===== config.mk =====
export PLATFORM = sky130hd
export DESIGN_NAME = split_reg_bridge
export DESIGN_NICKNAME = d
export VERILOG_FILES = /design/src/rtl/split_reg_pkg.sv /design/src/rtl/split_bus_decode.sv /design/src/rtl/split_wstage.sv /design/src/rtl/split_cnt_snap.sv /design/src/rtl/split_reg_bridge.sv
export SDC_FILE = /design/constraint.sdc
export NUM_CORES = 1
export LEC_CHECK = 0
export ABC_AREA = 1
export BUFFER_PORTS_ARGS = -buffer_cell sky130_fd_sc_hd__buf_2
export CAP_MARGIN = 25
export CELL_PAD_IN_SITES_DETAIL_PLACEMENT = 1
export CELL_PAD_IN_SITES_GLOBAL_PLACEMENT = 1
export CORE_MARGIN = 2
export CORE_UTILIZATION = 40
export CTS_CLUSTER_DIAMETER = 100
export DETAILED_ROUTE_END_ITERATION = 10
export PLACE_DENSITY = 0.75
export SKIP_LAST_GASP = 1
export SYNTH_ARGS = -nofsm -noshare
export SYNTH_HDL_FRONTEND = slang
export SYNTH_SLANG_ARGS = --single-unit

===== constraint.sdc =====
create_clock -name clk -period 14 [get_ports clk]
set_input_delay 2.1 -clock clk [delete_from_list [all_inputs] [get_ports clk]]
set_output_delay 2.1 -clock clk [all_outputs]
set_load 0.02 [all_outputs]

===== src/rtl/split_reg_pkg.sv =====
`timescale 1ns/1ps
// Package: shared constants, region type and word helpers for the
// split-access register bridge. Assumes a 32-bit bus and 64-bit registers.
package split_reg_pkg;

    localparam int WORD_W   = 32;
    localparam int REG_W    = 2 * WORD_W;
    localparam int SRST_BIT = 31;

    // Which part of the bank an address falls into.
    typedef enum logic [1:0] {
        RGN_NONE = 2'd0,
        RGN_CFG  = 2'd1,
        RGN_SCR  = 2'd2,
        RGN_CNT  = 2'd3
    } region_e;

    // Reverse the byte lanes of one bus word.
    function automatic logic [WORD_W-1:0] bswap(input logic [WORD_W-1:0] w);
        return {w[7:0], w[15:8], w[23:16], w[31:24]};
    endfunction

    // Select the upper (1) or lower (0) half of a 64-bit value.
    function automatic logic [WORD_W-1:0] half_of(input logic [REG_W-1:0] v,
                                                  input logic upper);
        return upper ? v[REG_W-1:WORD_W] : v[WORD_W-1:0];
    endfunction

endpackage


===== src/rtl/split_bus_decode.sv =====
`timescale 1ns/1ps
// Module: split_bus_decode
// Purely combinational decode of one bus access: finds the region and
// scratch index, tells which word of the pair is addressed, which 64-bit
// half that word maps to under the current word order, and converts the
// write data to host byte order. Assumes word-aligned use of the address.
module split_bus_decode
    import split_reg_pkg::*;
#(
    parameter int ADDR_W      = 8,
    parameter int NUM_SCRATCH = 2,
    localparam int IDX_W      = ADDR_W - 3,
    localparam int SCR_IDX_W  = (NUM_SCRATCH > 1) ? $clog2(NUM_SCRATCH) : 1
) (
    input  logic [ADDR_W-1:0]    addr_i,
    input  logic [WORD_W-1:0]    wdata_i,
    input  logic                 word_swap_i,
    input  logic                 big_endian_i,
    output region_e              region_o,
    output logic [SCR_IDX_W-1:0] scr_idx_o,
    output logic                 hi_addr_o,
    output logic                 upper_o,
    output logic [WORD_W-1:0]    wdata_host_o
);

    logic [IDX_W-1:0] reg_idx;
    logic [IDX_W-1:0] scr_off;

    assign reg_idx   = addr_i[ADDR_W-1:3];
    assign hi_addr_o = addr_i[2];
    assign scr_off   = reg_idx - IDX_W'(1);
    assign scr_idx_o = scr_off[SCR_IDX_W-1:0];

    // Map the register index onto a region of the bank.
    always_comb begin
        if (reg_idx == '0) begin
            region_o = RGN_CFG;
        end else if (int'(reg_idx) <= NUM_SCRATCH) begin
            region_o = RGN_SCR;
        end else if (int'(reg_idx) == NUM_SCRATCH + 1) begin
            region_o = RGN_CNT;
        end else begin
            region_o = RGN_NONE;
        end
    end

    // Lower-address word holds the upper half unless the order is swapped.
    assign upper_o = (~hi_addr_o) ^ word_swap_i;

    // Bring write data into host byte order.
    assign wdata_host_o = big_endian_i ? bswap(wdata_i) : wdata_i;

endmodule


===== src/rtl/split_wstage.sv =====
`timescale 1ns/1ps
// Module: split_wstage
// Staging latch and commit builder. A lower-address write to a writable
// register parks its word; a higher-address write forms the 64-bit value
// from the new word and the parked word and flags a commit. The latch is
// shared by all writable registers and is zeroed after each commit.
module split_wstage
    import split_reg_pkg::*;
(
    input  logic              clk,
    input  logic              rst_n,
    input  logic              soft_clr_i,
    input  logic              wr_en_i,
    input  logic              writable_i,
    input  logic              hi_addr_i,
    input  logic              upper_i,
    input  logic [WORD_W-1:0] wdata_i,
    output logic              commit_o,
    output logic [REG_W-1:0]  commit_val_o,
    output logic [WORD_W-1:0] stage_o
);

    logic [WORD_W-1:0] stage_q;
    logic              park;

    assign park     = wr_en_i & writable_i & ~hi_addr_i;
    assign commit_o = wr_en_i & writable_i & hi_addr_i;

    // Place the new word into its half and the parked word into the other.
    always_comb begin
        if (upper_i) begin
            commit_val_o = {wdata_i, stage_q};
        end else begin
            commit_val_o = {stage_q, wdata_i};
        end
    end

    // Hold the lower-address word until its partner arrives.
    always_ff @(posedge clk) begin
        if (!rst_n || soft_clr_i) begin
            stage_q <= '0;
        end else if (park) begin
            stage_q <= wdata_i;
        end else if (commit_o) begin
            stage_q <= '0;
        end
    end

    assign stage_o = stage_q;

endmodule


===== src/rtl/split_cnt_snap.sv =====
`timescale 1ns/1ps
// Module: split_cnt_snap
// Free-running 64-bit event counter with a one-entry read snapshot.
// Reading the first word captures the other half of the same count;
// reading the second word consumes the capture. Assumes the caller
// signals the first/second read in the cycle the bus samples it.
module split_cnt_snap
    import split_reg_pkg::*;
(
    input  logic              clk,
    input  logic              rst_n,
    input  logic              soft_clr_i,
    input  logic              evt_i,
    input  logic              rd_first_i,
    input  logic              rd_second_i,
    input  logic              upper_first_i,
    output logic [REG_W-1:0]  cnt_o,
    output logic [WORD_W-1:0] snap_o,
    output logic              snap_vld_o
);

    logic [REG_W-1:0]  cnt_q;
    logic [WORD_W-1:0] snap_q;
    logic              snap_vld_q;

    // Count one per strobe.
    always_ff @(posedge clk) begin
        if (!rst_n || soft_clr_i) begin
            cnt_q <= '0;
        end else if (evt_i) begin
            cnt_q <= cnt_q + REG_W'(1);
        end
    end

    // Capture the partner half on a first-word read, drop it on the second.
    always_ff @(posedge clk) begin
        if (!rst_n || soft_clr_i) begin
            snap_q     <= '0;
            snap_vld_q <= 1'b0;
        end else if (rd_first_i) begin
            snap_q     <= half_of(cnt_q, ~upper_first_i);
            snap_vld_q <= 1'b1;
        end else if (rd_second_i) begin
            snap_vld_q <= 1'b0;
        end
    end

    assign cnt_o      = cnt_q;
    assign snap_o     = snap_q;
    assign snap_vld_o = snap_vld_q;

endmodule


===== src/rtl/split_reg_bridge.sv =====
`timescale 1ns/1ps
// Module: split_reg_bridge (top)
// 32-bit bus slave exposing a bank of 64-bit registers as word pairs:
// configuration register with self-clearing soft reset, scratch registers
// and a read-only event counter. Writes commit on the higher-address word;
// counter reads are made coherent by a snapshot. Assumes configuration
// inputs do not change in the middle of a two-word access.
module split_reg_bridge
    import split_reg_pkg::*;
#(
    parameter int ADDR_W      = 8,
    parameter int NUM_SCRATCH = 2
) (
    input  logic              clk,
    input  logic              rst_n,
    input  logic              cfg_word_swap_i,
    input  logic              cfg_big_endian_i,
    input  logic [ADDR_W-1:0] bus_addr_i,
    input  logic              bus_wr_en_i,
    input  logic [31:0]       bus_wdata_i,
    input  logic              bus_rd_en_i,
    output logic [31:0]       bus_rdata_o,
    input  logic              evt_i,
    output logic              soft_rst_o
);

    localparam int SCR_IDX_W = (NUM_SCRATCH > 1) ? $clog2(NUM_SCRATCH) : 1;

    region_e              region;
    logic [SCR_IDX_W-1:0] scr_idx;
    logic                 hi_addr;
    logic                 upper;
    logic [WORD_W-1:0]    wdata_host;

    logic                 writable;
    logic                 commit;
    logic [REG_W-1:0]     commit_val;
    logic [WORD_W-1:0]    stage_val;

    logic [REG_W-1:0]     cnt_val;
    logic [WORD_W-1:0]    snap_val;
    logic                 snap_vld;
    logic                 cnt_rd_first;
    logic                 cnt_rd_second;

    logic [REG_W-1:0]     cfg_q;
    logic [REG_W-1:0]     scr_q [NUM_SCRATCH];
    logic                 soft_clr;
    logic                 wr_unmapped;
    logic [WORD_W-1:0]    rd_word;
    logic [WORD_W-1:0]    rdata_q;

    split_bus_decode #(
        .ADDR_W      (ADDR_W),
        .NUM_SCRATCH (NUM_SCRATCH)
    ) u_decode (
        .addr_i       (bus_addr_i),
        .wdata_i      (bus_wdata_i),
        .word_swap_i  (cfg_word_swap_i),
        .big_endian_i (cfg_big_endian_i),
        .region_o     (region),
        .scr_idx_o    (scr_idx),
        .hi_addr_o    (hi_addr),
        .upper_o      (upper),
        .wdata_host_o (wdata_host)
    );

    assign writable    = (region == RGN_CFG) || (region == RGN_SCR);
    assign wr_unmapped = bus_wr_en_i && (region == RGN_NONE);
    assign soft_clr    = cfg_q[SRST_BIT];

    split_wstage u_wstage (
        .clk          (clk),
        .rst_n        (rst_n),
        .soft_clr_i   (soft_clr),
        .wr_en_i      (bus_wr_en_i),
        .writable_i   (writable),
        .hi_addr_i    (hi_addr),
        .upper_i      (upper),
        .wdata_i      (wdata_host),
        .commit_o     (commit),
        .commit_val_o (commit_val),
        .stage_o      (stage_val)
    );

    assign cnt_rd_first  = bus_rd_en_i && (region == RGN_CNT) && !hi_addr;
    assign cnt_rd_second = bus_rd_en_i && (region == RGN_CNT) && hi_addr;

    split_cnt_snap u_cnt (
        .clk           (clk),
        .rst_n         (rst_n),
        .soft_clr_i    (soft_clr),
        .evt_i         (evt_i),
        .rd_first_i    (cnt_rd_first),
        .rd_second_i   (cnt_rd_second),
        .upper_first_i (upper),
        .cnt_o         (cnt_val),
        .snap_o        (snap_val),
        .snap_vld_o    (snap_vld)
    );

    // Configuration register: takes committed values; bit 31 self-clears
    // through the soft clear one cycle later.
    always_ff @(posedge clk) begin
        if (!rst_n || soft_clr) begin
            cfg_q <= '0;
        end else if (commit && (region == RGN_CFG)) begin
            cfg_q <= commit_val;
        end
    end

    // Scratch registers, one per generate slot.
    for (genvar g = 0; g < NUM_SCRATCH; g++) begin : g_scr
        always_ff @(posedge clk) begin
            if (!rst_n || soft_clr) begin
                scr_q[g] <= '0;
            end else if (commit && (region == RGN_SCR) &&
                         (scr_idx == SCR_IDX_W'(g))) begin
                scr_q[g] <= commit_val;
            end
        end
    end

    // Select the host-order word the read addresses.
    always_comb begin
        rd_word = '0;
        unique case (region)
            RGN_CFG: rd_word = half_of(cfg_q, upper);
            RGN_SCR: rd_word = half_of(scr_q[scr_idx], upper);
            RGN_CNT: rd_word = (hi_addr && snap_vld) ? snap_val
                                                     : half_of(cnt_val, upper);
            default: rd_word = '0;
        endcase
    end

    // Register read data in bus byte order; hold between reads.
    always_ff @(posedge clk) begin
        if (!rst_n || soft_clr) begin
            rdata_q <= '0;
        end else if (bus_rd_en_i) begin
            rdata_q <= cfg_big_endian_i ? bswap(rd_word) : rd_word;
        end
    end

    assign bus_rdata_o = rdata_q;
    assign soft_rst_o  = soft_clr;

endmodule


==> impl_metrics.ini, run 1 <==
[status]
outcome = complete, no violations

[synth]
netlist_area_um2 = 18820
synth_edf_count = 128
synth_cell_type_count = 45
ys_ff_latch = 353
yosysTopAreaCell = dfxtp_1
synth_seq_area_share_pct = 44.36
netlist_instances = 2702
syn-num-nets = 2753
synth_async_sr_flop_share_pct = 0
ys.warnings.count = 0
synth.avg_cell_area_um2 = 6.965
ys.flop_type = dfxtp_1
synth_area_leaders = dfxtp_1 (24%), edfxtp_1 (20%), nand2_1 (17%), nand3_1 (8.6%), nor2_1 (5.7%)
synth_top_cell_area_share_pct = 23.93

[worst_setup_path]
crit_fanout = 68
cp_slowest_cell = nor2_4
crit_arrival_ps = 6120
worstSetupPathType = in -> reg
slowest_delay_ps = 730
crit_chain = buf_2 > nor2_1 > nand2_1 > nor2_4 > nor2_1 > ha_1 > nand2_1 > nor2_4 > buf_4 > nand3_1 > nand2_2 > buf_4
endpoint_kind = flip-flop
startpoint_type = input pin
cp.required_ps = 14210

[timing]
setup_violations = 0
clock.fmax_mhz = 169.2
finalHoldViolCount = 0
period_needed_ps = 5910
slew_headroom_pct = 31.73
fin_setup_tns_ps = 0
slew_viol_final = 0
min_period_over_period_pct = 42.21
tightest_slew_ps = 1024
clock_skew_ps = 17.44
rsz0062_at_grt = false

[routing]
drt_iter0_markers = 1442
vias = 18310
drc = 0
drtPass1Iterations = 7
routed_wl_um = 67110
drt.antenna.violating_nets = 0
post_drt_wl_per_cell_um = 20.28
avgViaCountPerCell = 5.533

[pwr]
p_leak_nw = 8.503
irDropWorstVdd_uv = 90.29
p_total_w = 0.002387
p_per_area_nw_per_um2 = 114.7

[floorplanning]
dieHeight_um = 220.9
core-area_um2 = 46460
start_util_pct = 40.51
die_x_um = 220.9
die-area_um2 = 48800
io_pins = 80
fp-row-count = 79

[clock_tree]
clkSinkCount = 353
root_buffer = clkbuf_16
h-tree-depth = 2
cts.repair.resized = 0
clk_path_buf_depth = 3
cts_made_buffers = 43
ctsHoldBuffers = 0
clk_pin_slew_ps = 60
cts_setup_buffers = 0
clk_latency_ps = 590
tritoncts = yes

[job]
maxCapViolCount = 0

[layout]
drive_gt1_share_pct = 9.730
diodes = 0
synthToLayoutAreaGrowth_pct = 10.54
final_cell_mix = nand2_1 (828), nand3_1 (325), nor2_1 (287)
layout_commonest_cell = nand2_1
fin_nets = 2721

[global_route]
grt_usage_pct = 27.00
antenna_found_initial = 2
overflow = 0
grt_max_degree = 77
grt_pass1_vias = 18360
grt_pass1_wl_um = 104600

[hold_path]
min_path_type = reg -> reg

[placement]
numPortBuffers = 77
dp_hpwl_um = 44220
gp_congestion = 0.8939
[registers in the layout (all words and copies together), names as in the netlist]
register,count
scr_q,128
cfg_q,64
u_cnt.cnt_o,64
bus_rdata_o,32
u_cnt.snap_o,32
u_wstage.stage_o,32
u_cnt.snap_vld_o,1
[worst paths after layout]
| check | depth (start not counted) | slack [ps] | from | endpoint |
|---|---|---|---|---|
| max | 12 | 8090 | bus_addr_i[6] | scr_q[0][37] |
| min | 2 | 450 | cfg_q[51] | cfg_q[51] |
| max reg2reg | 7 | 10210 | cfg_q[31] | scr_q[1][53] |
| min reg2reg | 2 | 450 | cfg_q[51] | cfg_q[51] |
[synthesized netlist by cell type (6+ instances only)]
| cell | count |
|---|---|
| buf_1 | 20 |
| inv_2 | 12 |
| nor2_1 | 288 |
| o21ai_2 | 10 |
| nand2_2 | 8 |
| or2_2 | 23 |
| a21oi_1 | 188 |
| clkbuf_1 | 73 |
| dfxtp_1 | 225 |
| nor3_1 | 32 |
| o21ai_1 | 49 |
| o21ai_0 | 92 |
| buf_4 | 13 |
| inv_1 | 185 |
| nand3_1 | 325 |
| nand2_1 | 832 |
| nand4_1 | 18 |
| xor2_1 | 7 |
| or2_1 | 8 |
| nor2_4 | 9 |
| nor3_2 | 6 |
| buf_2 | 67 |
| o22ai_1 | 27 |
| nor2_2 | 9 |
| edfxtp_1 | 128 |
[where the power goes]
group / switching (W) / internal [W] / leakage [nW]
Clock: 0.000460 / 0.000657 / 0.693
Sequential: 0.00000549 / 0.00107 / 3.19
Combinational: 0.000147 / 0.0000449 / 4.62
Total: 0.000612 / 0.00178 / 8.50
[layout make-up]
type                       instances  area (um2)
timing repair buffer             101       610.6
clock buffer                      67        1297
fill                            5941       25650
tap                              607       759.5
clock inverter                    11       101.3
multi-input combinational       1972        8940
sequential                       353        8348
inverter                         199       748.2
[layer usage]
metal / vias up / track usage (%) / share of wire (%)
li1: 8716 / - / -
met1: 9079 / 35.27 / 44
met2: 411 / 46.11 / 48
met3: 105 / 3.452 / 4.8
met4: 2 / 9.050 / 3.0
met5: - / 0 / 0.012
[kinds of logic (layout without fill, tap and decap cells)]
group,Yosys count,in the layout,synth area share (%)
AND/OR/NAND/NOR,1579,1579,35.90
AO/OA/AOI/OAI,377,377,10.56
buffers and inverters,377,378,8.357
flip-flops,353,353,44.36
XOR/XNOR,12,12,0.5584
adder cells (fa/ha/maj),4,4,0.2659
[stage by stage]
step	hold WS, ps	setup WS (ps)	instances	utilization (%)	area [um2]
finish	445.6	8090	3310	44.78	20810
global route	467.0	7815	3310	44.78	20810
CTS	449.5	8143	3309	44.74	20780
detailed placement	441.5	7536	3231	41.73	19390
global placement	434.2	7626	3229	41.63	19340
floorplan	426.8	7998	2702	-	18820
[critical path: cells and delay by family]
kind          cells  cell delay, ps
buf+inv           3            1500
simple gates      8            2070
fa+ha+maj         1             340
Note: power is estimated with default switching activity, not from simulation.
==> run 2: changes to the inputs <==
- ABC_AREA: 1 -> 0
- PLACE_DENSITY: 0.75 -> 0.74
- clock period: 14 -> 5.35 ns (I/O delays scaled with it)
==> impl_metrics.ini, run 2 <==
[synth]
synth_xor_area_share_pct = 1.556
synth-simple-area-share_pct = 18.40
synth_commonest_cells = nor2_1 (327), dfxtp_1 (225), nand2_1 (148), a21oi_1 (132), edfxtp_1 (128)
synth_compound_area_share_pct = 14.21
netlist_instances = 1768
synth_top_family_by_area = simple AND/OR/NAND/NOR gates
ys.warnings.count = 0
syn-num-nets = 1819
synth_edf_count = 128
synth_most_common_cell = nor2_1
synth_async_sr_flop_share_pct = 0
ys_ff_latch = 353
synth.avg_cell_area_um2 = 9.506
synth_seq_area_share_pct = 49.67
netlist_area_um2 = 16810
synth_fa_ha_area_share_pct = 0.2978
synth_top_cell_area_share_pct = 26.80
synthMuxAreaShare_pct = 11.84
synth_cell_type_count = 50
ys.flop_type = dfxtp_1
synth_area_leaders = dfxtp_1 (27%), edfxtp_1 (23%), nor2_1 (7.3%), mux2i_1 (5.5%), mux4_2 (4.3%)
yosysTopAreaCell = dfxtp_1

[worst_setup_path]
crit_chain = buf_2 > nor3_1 > nor2b_1 > inv_1 > ha_1 > nor2b_4 > o21ai_0 > a31oi_1 > o21ai_0 > nand3_1
endpoint_kind = flip-flop
crit_arrival_ps = 3720
crit_path_frequent_cell = o21ai_0
crit_fanout = 32
worstSetupPathType = in -> reg
slowest_delay_ps = 720
cp.required_ps = 5840
cp_slowest_cell = nor2b_4
startpoint_type = input pin

[hold_path]
min_path_type = reg -> reg

[routing]
routed_wl_um = 49190
drc = 0
vias = 13660
avgViaCountPerCell = 5.853
drt.antenna.violating_nets = 0
drt_iter0_markers = 694
drtPass1Iterations = 5
post_drt_wl_per_cell_um = 21.07

[global_route]
antenna_found_initial = 1
grt_max_degree = 96
grt_usage_pct = 22.46
grt_pass1_vias = 14050
overflow = 0
grt_pass1_wl_um = 77480

[clock_tree]
cts_made_buffers = 40
ctsHoldBuffers = 0
cts_setup_buffers = 0
tritoncts = yes
clk_pin_slew_ps = 60
clk_path_buf_depth = 3
clkSinkCount = 353
clk_latency_ps = 560
cts.repair.resized = 0
h-tree-depth = 2
root_buffer = clkbuf_16

[floorplanning]
dieHeight_um = 209.0
fp-row-count = 75
die_x_um = 209.0
io_pins = 80
die-area_um2 = 43670
core-area_um2 = 41670
start_util_pct = 40.34

[timing]
slew_headroom_pct = 34.00
rsz0062_at_grt = false
period_needed_ps = 3231
slew_viol_final = 0
tightest_slew_ps = 990.0
clock.fmax_mhz = 309.5
clock_skew_ps = 8.965
worst_slack_ps = 2119
finalHoldViolCount = 0
fin_setup_tns_ps = 0
min_period_over_period_pct = 60.40
setup_violations = 0

[layout]
largest_reg_flops = 128
layout_commonest_cell = nor2_1
final_core_util_pct = 45.13
drive_gt1_share_pct = 13.60
final_cell_mix = nor2_1 (325), dfxtp_1 (225), nand2_1 (147)
synthToLayoutAreaGrowth_pct = 11.88
fin_nets = 1816
top_register = scr_q
fillers = 4751

[pwr]
p_per_area_nw_per_um2 = 313.9
p_leak_nw = 6.371
irDropWorstVdd_uv = 260.0

[status]
outcome = complete, no violations

[placement]
gp_congestion = 0.7788
numPortBuffers = 77
dp_hpwl_um = 30500
dpl_worst_slack_ps = 1602

[job]
maxCapViolCount = 0
-- run 2: cell count changes after synthesis, sizes merged, moves of 35 or more --
cell    before  now
inv        197   10
nand2      842  149
clkbuf      75  110
buf        103   39
a21oi      188  132
mux2i        0   92
nand3      329   55
o21ai      151  102
-- run 2: through the flow --
step	std cells	power (W)	area (um2)	hold WS, ps
final	2334	0.005903	18800	449.8
after global placement	2261	0.003306	17540	434.6
after detailed placement	2262	0.003316	17560	443.1
after CTS	2333	0.005943	18800	451.1
after global routing	2333	0.006079	18800	461.1
after floorplan	1768	0.003184	16810	428.8
-- run 2: worst paths after layout --
check | slack [ps] | from | depth (start not counted) | end
max | 2120 | bus_addr_i[6] | 10 | bus_rdata_o[22]
min | 450 | u_cnt.snap_o[16] | 2 | u_cnt.snap_o[16]
max reg2reg | 2570 | cfg_q[31] | 4 | scr_q[1][13]
min reg2reg | 450 | u_cnt.snap_o[16] | 2 | u_cnt.snap_o[16]
-- run 2: routing by layer --
| metal | vias up | track usage, % | wire [um] |
|---|---|---|---|
| met2 | 225 | 39.78 | 24610 |
| met4 | 2 | 7.217 | 1158 |
| met3 | 76 | 3.111 | 1799 |
| li1 | 6392 | - | - |
| met5 | - | 0 | 13 |
| met1 | 6966 | 28.28 | 21610 |
-- run 2: layout make-up --
class	instances	area (um2)	area share (%)
well taps	539	674.4	3.587
inverters	10	37.54	0.1996
multi-input cells	1256	7863	41.82
clock buffers	63	1199	6.375
repair buffers	104	633.1	3.367
clock inverters	8	46.29	0.2462
diodes	1	2.502	0.01331
flip-flops and latches	353	8348	44.40
-- run 2: kinds of logic after synthesis --
logic type,count (synthesis)
simple gates,677
mux,155
xor+xnor,29
compound gates,391
buf+inv,159
flops,353
fa+ha+maj,4
-- run 2: worst max-delay path, delay by kind of cell --
family          cells  cell delay [ps]
fa+ha+maj           1              240
simple gates        4             1650
compound gates      3              850
buf+inv             2              170
-- run 2: power by group --
| part | internal (W) | switching (W) | total [W] |
|---|---|---|---|
| sequential | 0.00282 | 0.0000161 | 0.00284 |
| clock | 0.00154 | 0.00111 | 0.00264 |
| combinational | 0.000150 | 0.000273 | 0.000423 |
==> run 3: changes to the inputs <==
- ABC_AREA: 0 -> 1
- PLACE_DENSITY: 0.74 -> 0.75
- clock period: 5.35 -> 3.2 ns (I/O delays scaled with it)
==> impl_metrics.ini, run 3 (synthesis gave the netlist of run 1 again) <==
[timing]
fin_setup_tns_ps = 0
finalHoldViolCount = 0
clock_skew_ps = 15.17
period_needed_ps = 2366
tightest_slew_ps = 1039
min_period_over_period_pct = 73.93
rsz0062_at_grt = false
setup_violations = 0
fin_hold_ws_ps = 272.3
clock.fmax_mhz = 422.7
slew_viol_final = 0
worst_slack_ps = 834.1
slew_headroom_pct = 30.76

[floorplanning]
die-area_um2 = 48800
dieHeight_um = 220.9
io_pins = 80
start_util_pct = 40.51
core-area_um2 = 46460
die_x_um = 220.9
fp-row-count = 79

[worst_setup_path]
r2r_slack_ps = 920
crit_chain = buf_2 > inv_1 > nand2_1 > nor2_4 > nor2_1 > inv_1 > ha_1 > nand2_1 > nor2_4 > nand3_2 > nand2_8 > buf_4
startpoint_type = input pin
r2r_cells = 12
endpoint_kind = flip-flop
crit_arrival_ps = 2660
slowest_delay_ps = 410
cp.required_ps = 3490
cp_slowest_cell = nor2_1
worstSetupPathType = in -> reg
crit_fanout = 31

[layout]
synthToLayoutAreaGrowth_pct = 13.32
final_core_util_pct = 45.91
top_register = scr_q
largest_reg_flops = 128
diodes = 0
final_cell_mix = nand2_1 (828), nand3_1 (323), nor2_1 (287)
layout_commonest_cell = nand2_1
fin_nets = 2755
design_area_um2 = 21330
drive_gt1_share_pct = 10.81

[clock_tree]
cts.repair.resized = 0
h-tree-depth = 2
cts_setup_buffers = 0
ctsHoldBuffers = 0
clk_latency_ps = 580
root_buffer = clkbuf_16
clk_path_buf_depth = 3
clkSinkCount = 353
tritoncts = yes
clk_pin_slew_ps = 60
cts_made_buffers = 44

[placement]
numPortBuffers = 77
dp_hpwl_um = 45680
dpl_worst_slack_ps = 283.4
gp_congestion = 0.9237
placed_area_um2 = 19890

[global_route]
grt_usage_pct = 26.69
grt_max_degree = 97
grt_pass1_wl_um = 104100
overflow = 0
grt_pass1_vias = 18510
antenna_found_initial = 1

[status]
outcome = complete, no violations

[hold_path]
min_path_type = in -> reg
holdPathStages = 2

[pwr]
p_per_area_nw_per_um2 = 500.0
irDropWorstVdd_uv = 357.8
p_leak_nw = 8.739

[routing]
avgViaCountPerCell = 5.464
post_drt_wl_per_cell_um = 19.60
drc = 0
routed_wl_um = 65600
drt_iter0_markers = 1313
drt.antenna.violating_nets = 0
vias = 18280
drtPass1Iterations = 5

[job]
maxCapViolCount = 0
-- run 3: changes by cell type in the layout (fill, tap and decap cells not counted), sizes merged, moves of 32 or more --
cell	delta
nand2	+693
nand3	+274
inv	+188
mux2i	-92
a21oi	+56
o21ai	+49
mux4	-32
nand3b	-32
or2	+32
-- run 3: layer usage --
layer / share of wire [%] / GRT usage [%] / wire length, um / up-vias
li1: - / - / - / 8786
met1: 45 / 36.19 / 29620 / 8967
met2: 47 / 43.57 / 30590 / 419
met3: 4.5 / 2.974 / 2959 / 112
met4: 3.7 / 10.61 / 2425 / 0
met5: 0 / 0 / 0 / -
-- run 3: report_power, final --
part           leakage (nW)  internal (W)  switching, W  total, W
combinational          4.87      0.000237      0.000670  0.000907
sequential             3.19       0.00470     0.0000242   0.00472
clock                 0.686       0.00298       0.00205   0.00503
total                  8.74       0.00792       0.00275    0.0107
-- run 3: worst paths after layout --
path | from | to
setup / recovery | bus_addr_i[7] | scr_q[0][7]
hold / removal | evt_i | u_cnt.cnt_o[0]
setup reg to reg | u_cnt.cnt_o[0] | u_cnt.cnt_o[54]
hold reg to reg | cfg_q[45] | cfg_q[45]
-- run 3: area by class of cell --
type	count	area (um2)
multi-input combinational	1972	8979
sequential	353	8348
clock buffer	60	1211
clock inverter	21	229.0
fill	5902	25130
tap	607	759.5
timing repair buffer	134	1051
inverter	199	749.5
-- run 3: worst max-delay path, delay by kind of cell --
family,cells,cell delay [ps]
buffers and inverters,4,450
and+or+nand+nor,7,1400
adders and majority gates,1,300
-- run 3: per-stage QoR --
stage | std cells | total power [W]
global route | 3346 | 0.01103
detailed placement | 3265 | 0.005719
CTS | 3346 | 0.01075
global placement | 3265 | 0.005685
finish | 3346 | 0.01066
floorplan | 2702 | 0.005397
